===== src/rtl/i2c_cmd_pkg.sv =====
package i2c_cmd_pkg;

  localparam int unsigned RATE_STEP_HZ = 100_000;
  localparam int unsigned RATE_N       = 4;

  localparam int unsigned CMD_START_B = 7;
  localparam int unsigned CMD_WRITE_B = 6;
  localparam int unsigned CMD_READ_B  = 5;
  localparam int unsigned CMD_STOP_B  = 4;
  localparam int unsigned CMD_NACK_B  = 0;

  typedef enum logic [2:0] {
    OP_NULL, OP_START, OP_WRITE, OP_READ, OP_STOP
  } op_e;

  typedef enum logic [3:0] {
    ST_FREE, ST_HOLD, ST_RS_PREP, ST_START_A, ST_START_B, ST_START_C,
    ST_BIT, ST_STOP_A, ST_STOP_B, ST_STOP_C
  } st_e;

  // quarter length in clock cycles for rate index sel (sel+1)*100 kHz
  function automatic int unsigned quarter_len(int unsigned clk_hz, int unsigned sel);
    int unsigned q;
    q = clk_hz / (4 * (sel + 1) * RATE_STEP_HZ);
    return (q == 0) ? 1 : q;
  endfunction

endpackage


===== src/rtl/i2c_qtr_timer.sv =====
module i2c_qtr_timer
  import i2c_cmd_pkg::*;
#(
  parameter int unsigned CLK_HZ = 4_000_000
) (
  input  logic       clk_i,
  input  logic       rst_ni,
  input  logic       run_i,
  input  logic [1:0] rate_i,
  output logic       tick_o
);
  localparam int unsigned QMAX = quarter_len(CLK_HZ, 0);
  localparam int unsigned CW   = $clog2(QMAX + 1);

  logic [CW-1:0] qlen_tab [RATE_N];
  logic [CW-1:0] cnt_q;
  logic [CW-1:0] qlen_m1;

  for (genvar g = 0; g < RATE_N; g++) begin : g_rate
    localparam int unsigned QL = quarter_len(CLK_HZ, g);
    assign qlen_tab[g] = CW'(QL);
  end

  assign qlen_m1 = qlen_tab[rate_i] - CW'(1);
  assign tick_o  = run_i && (cnt_q == qlen_m1);

  always_ff @(posedge clk_i or negedge rst_ni) begin
    if (!rst_ni)                cnt_q <= '0;
    else if (!run_i || tick_o)  cnt_q <= '0;
    else                        cnt_q <= cnt_q + CW'(1);
  end
endmodule


===== src/rtl/i2c_cmd_decode.sv =====
module i2c_cmd_decode
  import i2c_cmd_pkg::*;
(
  input  logic [7:0] cmd_i,
  output op_e        op_o,
  output logic       nack_o
);
  logic unused_cmd;
  assign unused_cmd = ^cmd_i[3:1];

  always_comb begin
    if      (cmd_i[CMD_START_B]) op_o = OP_START;
    else if (cmd_i[CMD_WRITE_B]) op_o = OP_WRITE;
    else if (cmd_i[CMD_READ_B])  op_o = OP_READ;
    else if (cmd_i[CMD_STOP_B])  op_o = OP_STOP;
    else                         op_o = OP_NULL;
  end

  assign nack_o = cmd_i[CMD_NACK_B];
endmodule


===== src/rtl/i2c_byte_shift.sv =====
module i2c_byte_shift #(
  parameter int unsigned W = 8
) (
  input  logic         clk_i,
  input  logic         rst_ni,
  input  logic         load_i,
  input  logic [W-1:0] din_i,
  input  logic         shift_i,
  input  logic         sin_i,
  output logic [W-1:0] q_o
);
  always_ff @(posedge clk_i or negedge rst_ni) begin
    if (!rst_ni)      q_o <= '0;
    else if (load_i)  q_o <= din_i;
    else if (shift_i) q_o <= {q_o[W-2:0], sin_i};
  end
endmodule


===== src/rtl/i2c_cmd_engine.sv =====
module i2c_cmd_engine
  import i2c_cmd_pkg::*;
#(
  parameter int unsigned CLK_HZ = 4_000_000,
  parameter int unsigned BYTE_W = 8
) (
  input  logic              clk_i,
  input  logic              rst_ni,
  input  logic              req_i,
  input  logic [7:0]        cmd_i,
  input  logic [BYTE_W-1:0] data_i,
  input  logic [1:0]        rate_i,
  output logic              busy_o,
  output logic              done_o,
  output logic              ack_o,
  output logic [BYTE_W-1:0] rdata_o,
  output logic              scl_o,
  output logic              sda_oe_o,
  input  logic              sda_i
);
  localparam int unsigned BCW = $clog2(BYTE_W + 1);
  localparam logic [BCW-1:0] ACK_SLOT = BCW'(BYTE_W);

  st_e             st_q;
  op_e             op;
  logic            cmd_nack;
  logic            held, accept, tick;
  logic [1:0]      qph_q;
  logic [BCW-1:0]  bcnt_q;
  logic            is_read_q, nack_q;
  logic            scl_q, sda_low_q, ack_q, done_q;
  logic [BYTE_W-1:0] rdata_q, sh_q;
  logic            sh_shift, bit_low;

  assign held   = (st_q == ST_HOLD);
  assign busy_o = (st_q != ST_FREE) && (st_q != ST_HOLD);
  assign accept = req_i && !busy_o;

  i2c_cmd_decode i_dec (
    .cmd_i  (cmd_i),
    .op_o   (op),
    .nack_o (cmd_nack)
  );

  i2c_qtr_timer #(.CLK_HZ(CLK_HZ)) i_tmr (
    .clk_i  (clk_i),
    .rst_ni (rst_ni),
    .run_i  (busy_o),
    .rate_i (rate_i),
    .tick_o (tick)
  );

  // sample in mid-high quarter of the data bits
  assign sh_shift = tick && (st_q == ST_BIT) && (qph_q == 2'd2) && (bcnt_q != ACK_SLOT);

  i2c_byte_shift #(.W(BYTE_W)) i_sh (
    .clk_i   (clk_i),
    .rst_ni  (rst_ni),
    .load_i  (accept),
    .din_i   (data_i),
    .shift_i (sh_shift),
    .sin_i   (sda_i),
    .q_o     (sh_q)
  );

  // level driven for the current bit: data bits vs acknowledge slot
  always_comb begin
    if (bcnt_q != ACK_SLOT) bit_low = is_read_q ? 1'b0 : !sh_q[BYTE_W-1];
    else                    bit_low = is_read_q ? !nack_q : 1'b0;
  end

  always_ff @(posedge clk_i or negedge rst_ni) begin
    if (!rst_ni) begin
      st_q      <= ST_FREE;
      qph_q     <= '0;
      bcnt_q    <= '0;
      is_read_q <= 1'b0;
      nack_q    <= 1'b0;
      scl_q     <= 1'b1;
      sda_low_q <= 1'b0;
      ack_q     <= 1'b0;
      done_q    <= 1'b0;
      rdata_q   <= '0;
    end else begin
      done_q <= 1'b0;
      unique case (st_q)
        ST_FREE, ST_HOLD: begin
          if (accept) begin
            unique case (op)
              OP_START: begin
                is_read_q <= 1'b0;
                sda_low_q <= 1'b0;
                st_q      <= held ? ST_RS_PREP : ST_START_A;
              end
              OP_WRITE, OP_READ: begin
                if (held) begin
                  is_read_q <= (op == OP_READ);
                  nack_q    <= cmd_nack;
                  qph_q     <= '0;
                  bcnt_q    <= '0;
                  st_q      <= ST_BIT;
                end else begin
                  done_q <= 1'b1;
                end
              end
              OP_STOP: begin
                if (held) st_q <= ST_STOP_A;
                else      done_q <= 1'b1;
              end
              default: done_q <= 1'b1;
            endcase
          end
        end
        ST_RS_PREP: if (tick) begin scl_q <= 1'b1; st_q <= ST_START_A; end
        ST_START_A: if (tick) begin sda_low_q <= 1'b1; st_q <= ST_START_B; end
        ST_START_B: if (tick) begin scl_q <= 1'b0; st_q <= ST_START_C; end
        ST_START_C: if (tick) begin qph_q <= '0; bcnt_q <= '0; st_q <= ST_BIT; end
        ST_BIT: if (tick) begin
          unique case (qph_q)
            2'd0: sda_low_q <= bit_low;
            2'd1: scl_q <= 1'b1;
            2'd2: if (bcnt_q == ACK_SLOT && !is_read_q) ack_q <= !sda_i;
            default: begin
              scl_q <= 1'b0;
              if (bcnt_q == ACK_SLOT) begin
                st_q   <= ST_HOLD;
                done_q <= 1'b1;
                if (is_read_q) rdata_q <= sh_q;
              end else begin
                bcnt_q <= bcnt_q + BCW'(1);
              end
            end
          endcase
          qph_q <= qph_q + 2'd1;
        end
        ST_STOP_A: if (tick) begin sda_low_q <= 1'b1; st_q <= ST_STOP_B; end
        ST_STOP_B: if (tick) begin scl_q <= 1'b1; st_q <= ST_STOP_C; end
        ST_STOP_C: if (tick) begin
          sda_low_q <= 1'b0;
          st_q      <= ST_FREE;
          done_q    <= 1'b1;
        end
        default: st_q <= ST_FREE;
      endcase
    end
  end

  assign done_o   = done_q;
  assign ack_o    = ack_q;
  assign rdata_o  = rdata_q;
  assign scl_o    = scl_q;
  assign sda_oe_o = sda_low_q;
endmodule


===== config.mk =====
export PLATFORM = sky130hd
export DESIGN_NAME = i2c_cmd_engine
export DESIGN_NICKNAME = d
export VERILOG_FILES = /design/src/rtl/i2c_cmd_pkg.sv /design/src/rtl/i2c_qtr_timer.sv /design/src/rtl/i2c_cmd_decode.sv /design/src/rtl/i2c_byte_shift.sv /design/src/rtl/i2c_cmd_engine.sv
export SDC_FILE = /design/constraint.sdc
export NUM_CORES = 1
export LEC_CHECK = 0
export BUFFER_PORTS_ARGS = -buffer_cell sky130_fd_sc_hd__buf_2
export CAP_MARGIN = 20
export CORE_ASPECT_RATIO = 1.5
export CORE_MARGIN = 8
export CORE_UTILIZATION = 51
export CTS_CLUSTER_DIAMETER = 60
export DETAILED_ROUTE_END_ITERATION = 7
export GPL_TIMING_DRIVEN = 0
export PLACE_DENSITY = 0.8
export RECOVER_POWER = 100
export SETUP_SLACK_MARGIN = 0.4
export SYNTH_ARGS = -nofsm -noshare
export SYNTH_HDL_FRONTEND = slang
export SYNTH_SLANG_ARGS = --single-unit

===== constraint.sdc =====
create_clock -name clk_i -period 1.9 [get_ports clk_i]
set_input_delay 0.38 -clock clk_i [delete_from_list [all_inputs] [get_ports clk_i]]
set_output_delay 0.38 -clock clk_i [all_outputs]
set_load 0.05 [all_outputs]

Word level (Yosys, flattened, before mapping)
Index checks and enable logic that the tools add are counted.
{"block": "totals", "ff_bits": 36, "input_bits": 22, "out_inout_bits": 13, "wordCells": 160}
{"block": "op_classes", "addsub": 4, "n_lt_le_gt_ge": 1, "eq_ne": 42, "n_mux": 62, "n_bitwise": 2, "reduce_logical": 37}
{"cell": "two-way mux 4 bit", "n": 22}
{"cell": "one-hot mux 4 bit (9 select lines)", "n": 1}
{"cell": "!= test 2 x 1 -> 1 bit (second input constant)", "n": 14}
{"cell": "one-hot mux 4 bit (3 select lines)", "n": 2}
{"cell": "two-way mux 1 bit", "n": 18}
{"cell": "equality test 4 x 3 -> 1 bit (second input constant)", "n": 4}
{"cell": "two-way mux 8 bit", "n": 2}
{"cell": "AND reduction 14 bit", "n": 1}
{"cell": "equality test 4 bit (second input constant)", "n": 3}
{"cell": "two-way mux 3 bit", "n": 4}
{"cell": "!= test 2 bit (second input constant)", "n": 6}
{"cell": "AND reduction 4 bit", "n": 3}
{"cell": "two-way mux 2 bit", "n": 5}
{"cell": "AND reduction 5 bit", "n": 2}
{"cell": "OR reduction 2 bit", "n": 5}
{"cell": "adder 4 x 1 -> 4 bit (second input constant)", "n": 2}
{"cell": "binary-select mux 4 bit (select 2 bit)", "n": 1}
{"cell": "equality test 4 x 2 -> 1 bit (second input constant)", "n": 2}
{"cell": "!= test 4 x 1 -> 1 bit (second input constant)", "n": 2}
{"cell": "AND reduction 8 bit", "n": 1}
{"cell": "nonzero test 4 bit", "n": 2}
{"cell": "logical AND 1 bit", "n": 7}
{"cell": "AND reduction 7 bit", "n": 1}
{"cell": "equality test 3 x 2 -> 1 bit (second input constant)", "n": 2}
{"cell": "25 further kinds", "n": 36}

Depth between registers and ports, before layout
{"block": "depth", "ltp_word": 12, "mapped_depth": 8, "depth_no_buf": 7}

By module
A second synthesis with hierarchy kept.
{"block": "unflattened", "cells_unflattened": 217, "area_unflattened_um2": 2189.6}
{"module": "i2c_cmd_engine", "n_inst": 1, "cells_per_inst": 153, "area_per_inst_um2": 1512.7, "seq_area_each_um2": 601.8}
{"module": "i2c_byte_shift", "n_inst": 1, "cells_per_inst": 34, "area_per_inst_um2": 372.9, "seq_area_each_um2": 200.2}
{"module": "i2c_qtr_timer", "n_inst": 1, "cells_per_inst": 24, "area_per_inst_um2": 261.5, "seq_area_each_um2": 100.1}
{"module": "i2c_cmd_decode", "n_inst": 1, "cells_per_inst": 6, "area_per_inst_um2": 42.5, "seq_area_each_um2": 0.0}

Worst setup path after synthesis
No wires, ideal clock.
{"block": "synth_timing", "path_type": "input port to flip-flop", "from": "input rate_i[0]", "to": "register st_q[3]", "setup_time_ns": 0.121, "arrival_ns": 2.201, "t_required_ns": 1.779, "setup_slack_ns": -0.422, "cell_stages": 7, "n_path_buf": 0, "path_cell_list": "inv_1 -> ha_1 -> xnor2_1 -> nor4_4 -> a221oi_2 -> or4b_1 -> a22o_1"}
{"block": "synth_between", "elab_chain_len": 9, "elab_cells_between_ends": 16, "classes_between": "add/sub: 1; eq/ne: 9; mux: 3; bitwise: 1; reduce/logical: 2"}
{"element": "start: declaration", "line": "i2c_cmd_engine.sv:12", "text": "input logic [1:0] rate_i,"}
{"element": "inverter 2 -> 3 bit (not written as such) *", "line": "i2c_qtr_timer.sv:24", "text": "assign qlen_m1 = qlen_tab[rate_i] - CW'(1);"}
{"element": "binary-select mux 4 bit (select 2 bit) *", "line": "i2c_qtr_timer.sv:24"}
{"element": "two-way mux 4 bit (not written as such) * (2 in a row)", "line": "i2c_qtr_timer.sv:24"}
{"element": "subtractor 4 x 1 -> 4 bit *", "line": "i2c_qtr_timer.sv:24"}
{"element": "equality test 4 bit *", "line": "i2c_qtr_timer.sv:25", "text": "assign tick_o = run_i && (cnt_q == qlen_m1);"}
{"element": "logical AND 1 bit *", "line": "i2c_qtr_timer.sv:25"}
{"element": "!= test 2 x 1 -> 1 bit (no source line)"}
{"element": "AND reduction 14 bit (no source line) *"}
{"element": "end signal: assignment", "line": "i2c_cmd_engine.sv:93", "text": "st_q <= held ? ST_RS_PREP : ST_START_A;"}
{"element": "end: declaration", "line": "i2c_cmd_engine.sv:24", "text": "st_e st_q;"}
Every way passes the cells marked *; elsewhere a longest branch is shown, timed or not. The select of a mux whose other input is x is not followed.
A chain may end at the register's enable or synchronous reset.

Worst setup path in the final report
{"block": "layout_timing", "from": "register i_tmr.cnt_q[0]", "to": "register st_q[3]"}
{"block": "layout_between", "elab_chain_len": 4, "elab_cells_between_ends": 11, "classes_between": "eq/ne: 9; reduce/logical: 2"}
{"element": "start: declaration", "line": "i2c_qtr_timer.sv:16", "text": "logic [CW-1:0] cnt_q;"}
{"element": "start signal: assignment", "line": "i2c_qtr_timer.sv:30", "text": "else cnt_q <= cnt_q + CW'(1);"}
{"element": "equality test 4 bit *", "line": "i2c_qtr_timer.sv:25"}
{"element": "logical AND 1 bit *", "line": "i2c_qtr_timer.sv:25"}
{"element": "!= test 2 x 1 -> 1 bit (no source line)"}
{"element": "AND reduction 14 bit (no source line) *"}
Every way passes the cells marked *; elsewhere a longest branch is shown, timed or not.

==> results.md <==
- Final setup viols: 11
- Full die area: between 0.006 and 0.007 mm^2
- Tot GR Track Use: roughly 20%
- Vias in the first global route: around 2000
- Max clock buf depth: 2
- Clock sink total: 36
- Core area: approximately 0.004 mm^2
- Pleak: around 0.0014 uW
- DRC errors left: 0
- Post-synth EDFFs: 0
- Initial Utilization: slightly above 50%
- Crit Path Max Fanout: 7
- Yosys reg bits: 36
- Highest metal used: met4
- CTS buffer count: 5
- N_diodes: 0
- CP arrival: 2.18 ns
- Crit. End Element: flop
- Area fraction of the dominant cell type after synthesis: 41.2%
- Outcome: finished, violations left
- Most frequent cells in the layout: dfrtp_1 (30), nor2_1 (20), buf_4 (20)
- CP Launch Type: flop
- Hold Crit Class: input port to async pin
- Unrepaired setup endpoints after global routing: yes
- Sum of negative setup slack: -0.756 ns
- TritonCTS clock tree: done
- Post-DRT Antenna Nets: 0
- Tcrit/Tclk final: 105%
- Max IR drop VDD: 1.65 mV
- Synth Net Count: 248
- Root Driver: clkbuf_8
- Yosys warnings: 0
- Fin crit period: 2.00 ns
- H-tree depth: 2
- Top FF cell, synth: dfrtp_1
- Metal3 WL: around 350 um
- Slew HR: 39.9%
- Sequential share of the synthesized area: 42.4%
- Finished Layout Cells: 329
- GR Overflow Total: 0
- Fin worst setup slack: -0.0952 ns
- Fraction of final layout cells sized beyond drive strength 1: a little over two fifths
- Via Count: 1965
- Mean Syn Cell Area: 9.84 um^2
- Peak Freq: around 0.5 GHz
- Via density: 5.97
- Pwr per Cell Area: about 1500 mW/mm^2
- Clk_lat worst skew: 0.29 ns
- Worst Max-Slew Pin Slew: ~0.90 ns
- Met2 WL post-DR: between 3 and 4 mm
- Global-route wire length before repair: 9.85 mm
- Nets: ~310
- WL per Instance: roughly 19 um
- Dpl hpwl: roughly 3.7 mm
- Synth async-reset ratio: 100%
- Die Y: 95.1 um
- # hold bufs at CTS: 0
- Yosys cell types: slightly below 50
- Max-slew violation count: 0
- Synth area leader: dfrtp_1
- Mapped Area: between 0.002 and 0.0025 mm^2
- Max-cap violations: 0
- Initial antenna violation count: 0
- Largest net degree at the start of global routing: 37
- Area contributors post-synth: dfrtp_1 (41%), mux2_2 (6.9%), ha_1 (5.9%)
- Synth-to-Final Area Change: 43.6%
- FP Rows: 29
- Routed wire length: approximately 6.2 mm
- Buffers on Ports: 31
- Final Skew: around 0.0085 ns
- Final hold vios: 0
- Commonest non-fill, non-tap cell in the layout: dfrtp_1
- # IOs: 35
- Clock-pin slew on the worst setup and hold paths: 0.07 ns
- Initial DRC count: 96
- Die W: about 69 um
- Failing checks: setup timing
- Setup CP Type: flop to flop
- Synth Instances: 216
- Gpl congestion: 0.933
- Core Util, Final: 74.5%
- Placed Cells: ~290
- WL met1: between 2 and 2.5 mm
- Worst EP required: 2.08 ns
- Drt first pass iters: 4
-- synthesized netlist by cell type (3+ instances only) --
cell type   n
dfrtp_1    35
nor2_1     22
a21oi_1    15
inv_1      14
mux2_2     13
nand2_1    12
mux2i_1    11
ha_1       10
o21ai_0     8
clkbuf_1    6
nor3_1      6
nand3_1     5
xor2_1      4
a21o_1      3
nand3b_1    3
nand4_1     3
o31ai_1     3
-- cell type report --
class / instances / area, um^2
Fill cell: 287 / 1050
Clock inverter: 3 / 18.8
Sequential cell: 36 / 908
Timing Repair Buffer: 59 / 420
Buffer: 8 / 93.8
Inverter: 14 / 77.6
Tap cell: 46 / 57.6
Multi-Input combinational cell: 158 / 1410
Clock buffer: 5 / 68.8
-- critical path, cell delays in order (launching register included) --
cell	delay, ns
dfrtp_2	0.45
xnor2_4	0.16
nor4_4	0.28
buf_6	0.18
a221oi_4	0.10
or4b_1	0.49
a22o_1	0.23
-- worst paths after layout --
check / start / endpoint / slack (ns) / cells past startpoint
min: rst_ni / st_q[0] / 0.20 / 1
max in group asynchronous: rst_ni / i_tmr.cnt_q[2] / 1.07 / 1
min reg2reg: rdata_o[1] / rdata_o[1] / 0.51 / 1
max reg2reg: i_tmr.cnt_q[0] / st_q[3] / -0.1 / 6
max: i_tmr.cnt_q[0] / st_q[3] / -0.1 / 6
min in group clk_i: sda_i / ack_o / 0.30 / 2
-- what timing repair did --
action / in CTS / in global routing
gates resized for setup: 66 / 20
buffers inserted: 23 / 5
pin swaps: 21 / 14
setup endpoints to repair: 37 / 33
-- cells by family after synthesis --
group	count (synthesis)	synth area share [%]
AOI/OAI and AO/OA	47	14.8
DFF	36	42.4
muxes	24	12.1
buffers and inverters	22	4.00
xor gates and xnor gates	6	2.47
and+or+nand+nor	71	18.3
adders and majority gates	10	5.89
-- per-layer routing --
metal  global-route usage [%]  up-vias
li1                         -      898
met1                     21.7      973
met2                     33.4       78
met3                     4.94       16
met4                     9.75        0
met5                        0        -
-- registers in the layout (all words and copies together), names as in the netlist --
name	cells
bcnt_q	4
st_q	4
nack_q	1
done_o	1
rdata_o	8
i_sh.q_o	8
is_read_q	1
sda_oe_o	1
scl_o	1
i_tmr.cnt_q	4
ack_o	1
qph_q	2
-- per-stage QoR --
| step | total power [uW] | worst slack (ns) | area, um^2 | hold WS [ns] |
|---|---|---|---|---|
| after detailed placement | 2900 | -0.740 | 2430 | 0.490 |
| final | 4600 | -0.0952 | 3050 | 0.202 |
| after floorplan | 2490 | -0.178 | 2220 | 0.0844 |
| after global placement | 2860 | -0.694 | 2430 | 0.483 |
| after CTS | 4300 | -0.0837 | 2970 | 0.192 |
| after global routing | 4850 | -0.176 | 3050 | 0.280 |
-- where the power goes --
group	internal [uW]	total [uW]	switching, uW
registers	1010	1270	261
logic	1360	2800	1440
clock network	255	534	279
total	2620	4600	1980
Note: power is estimated with default switching activity, not from simulation.
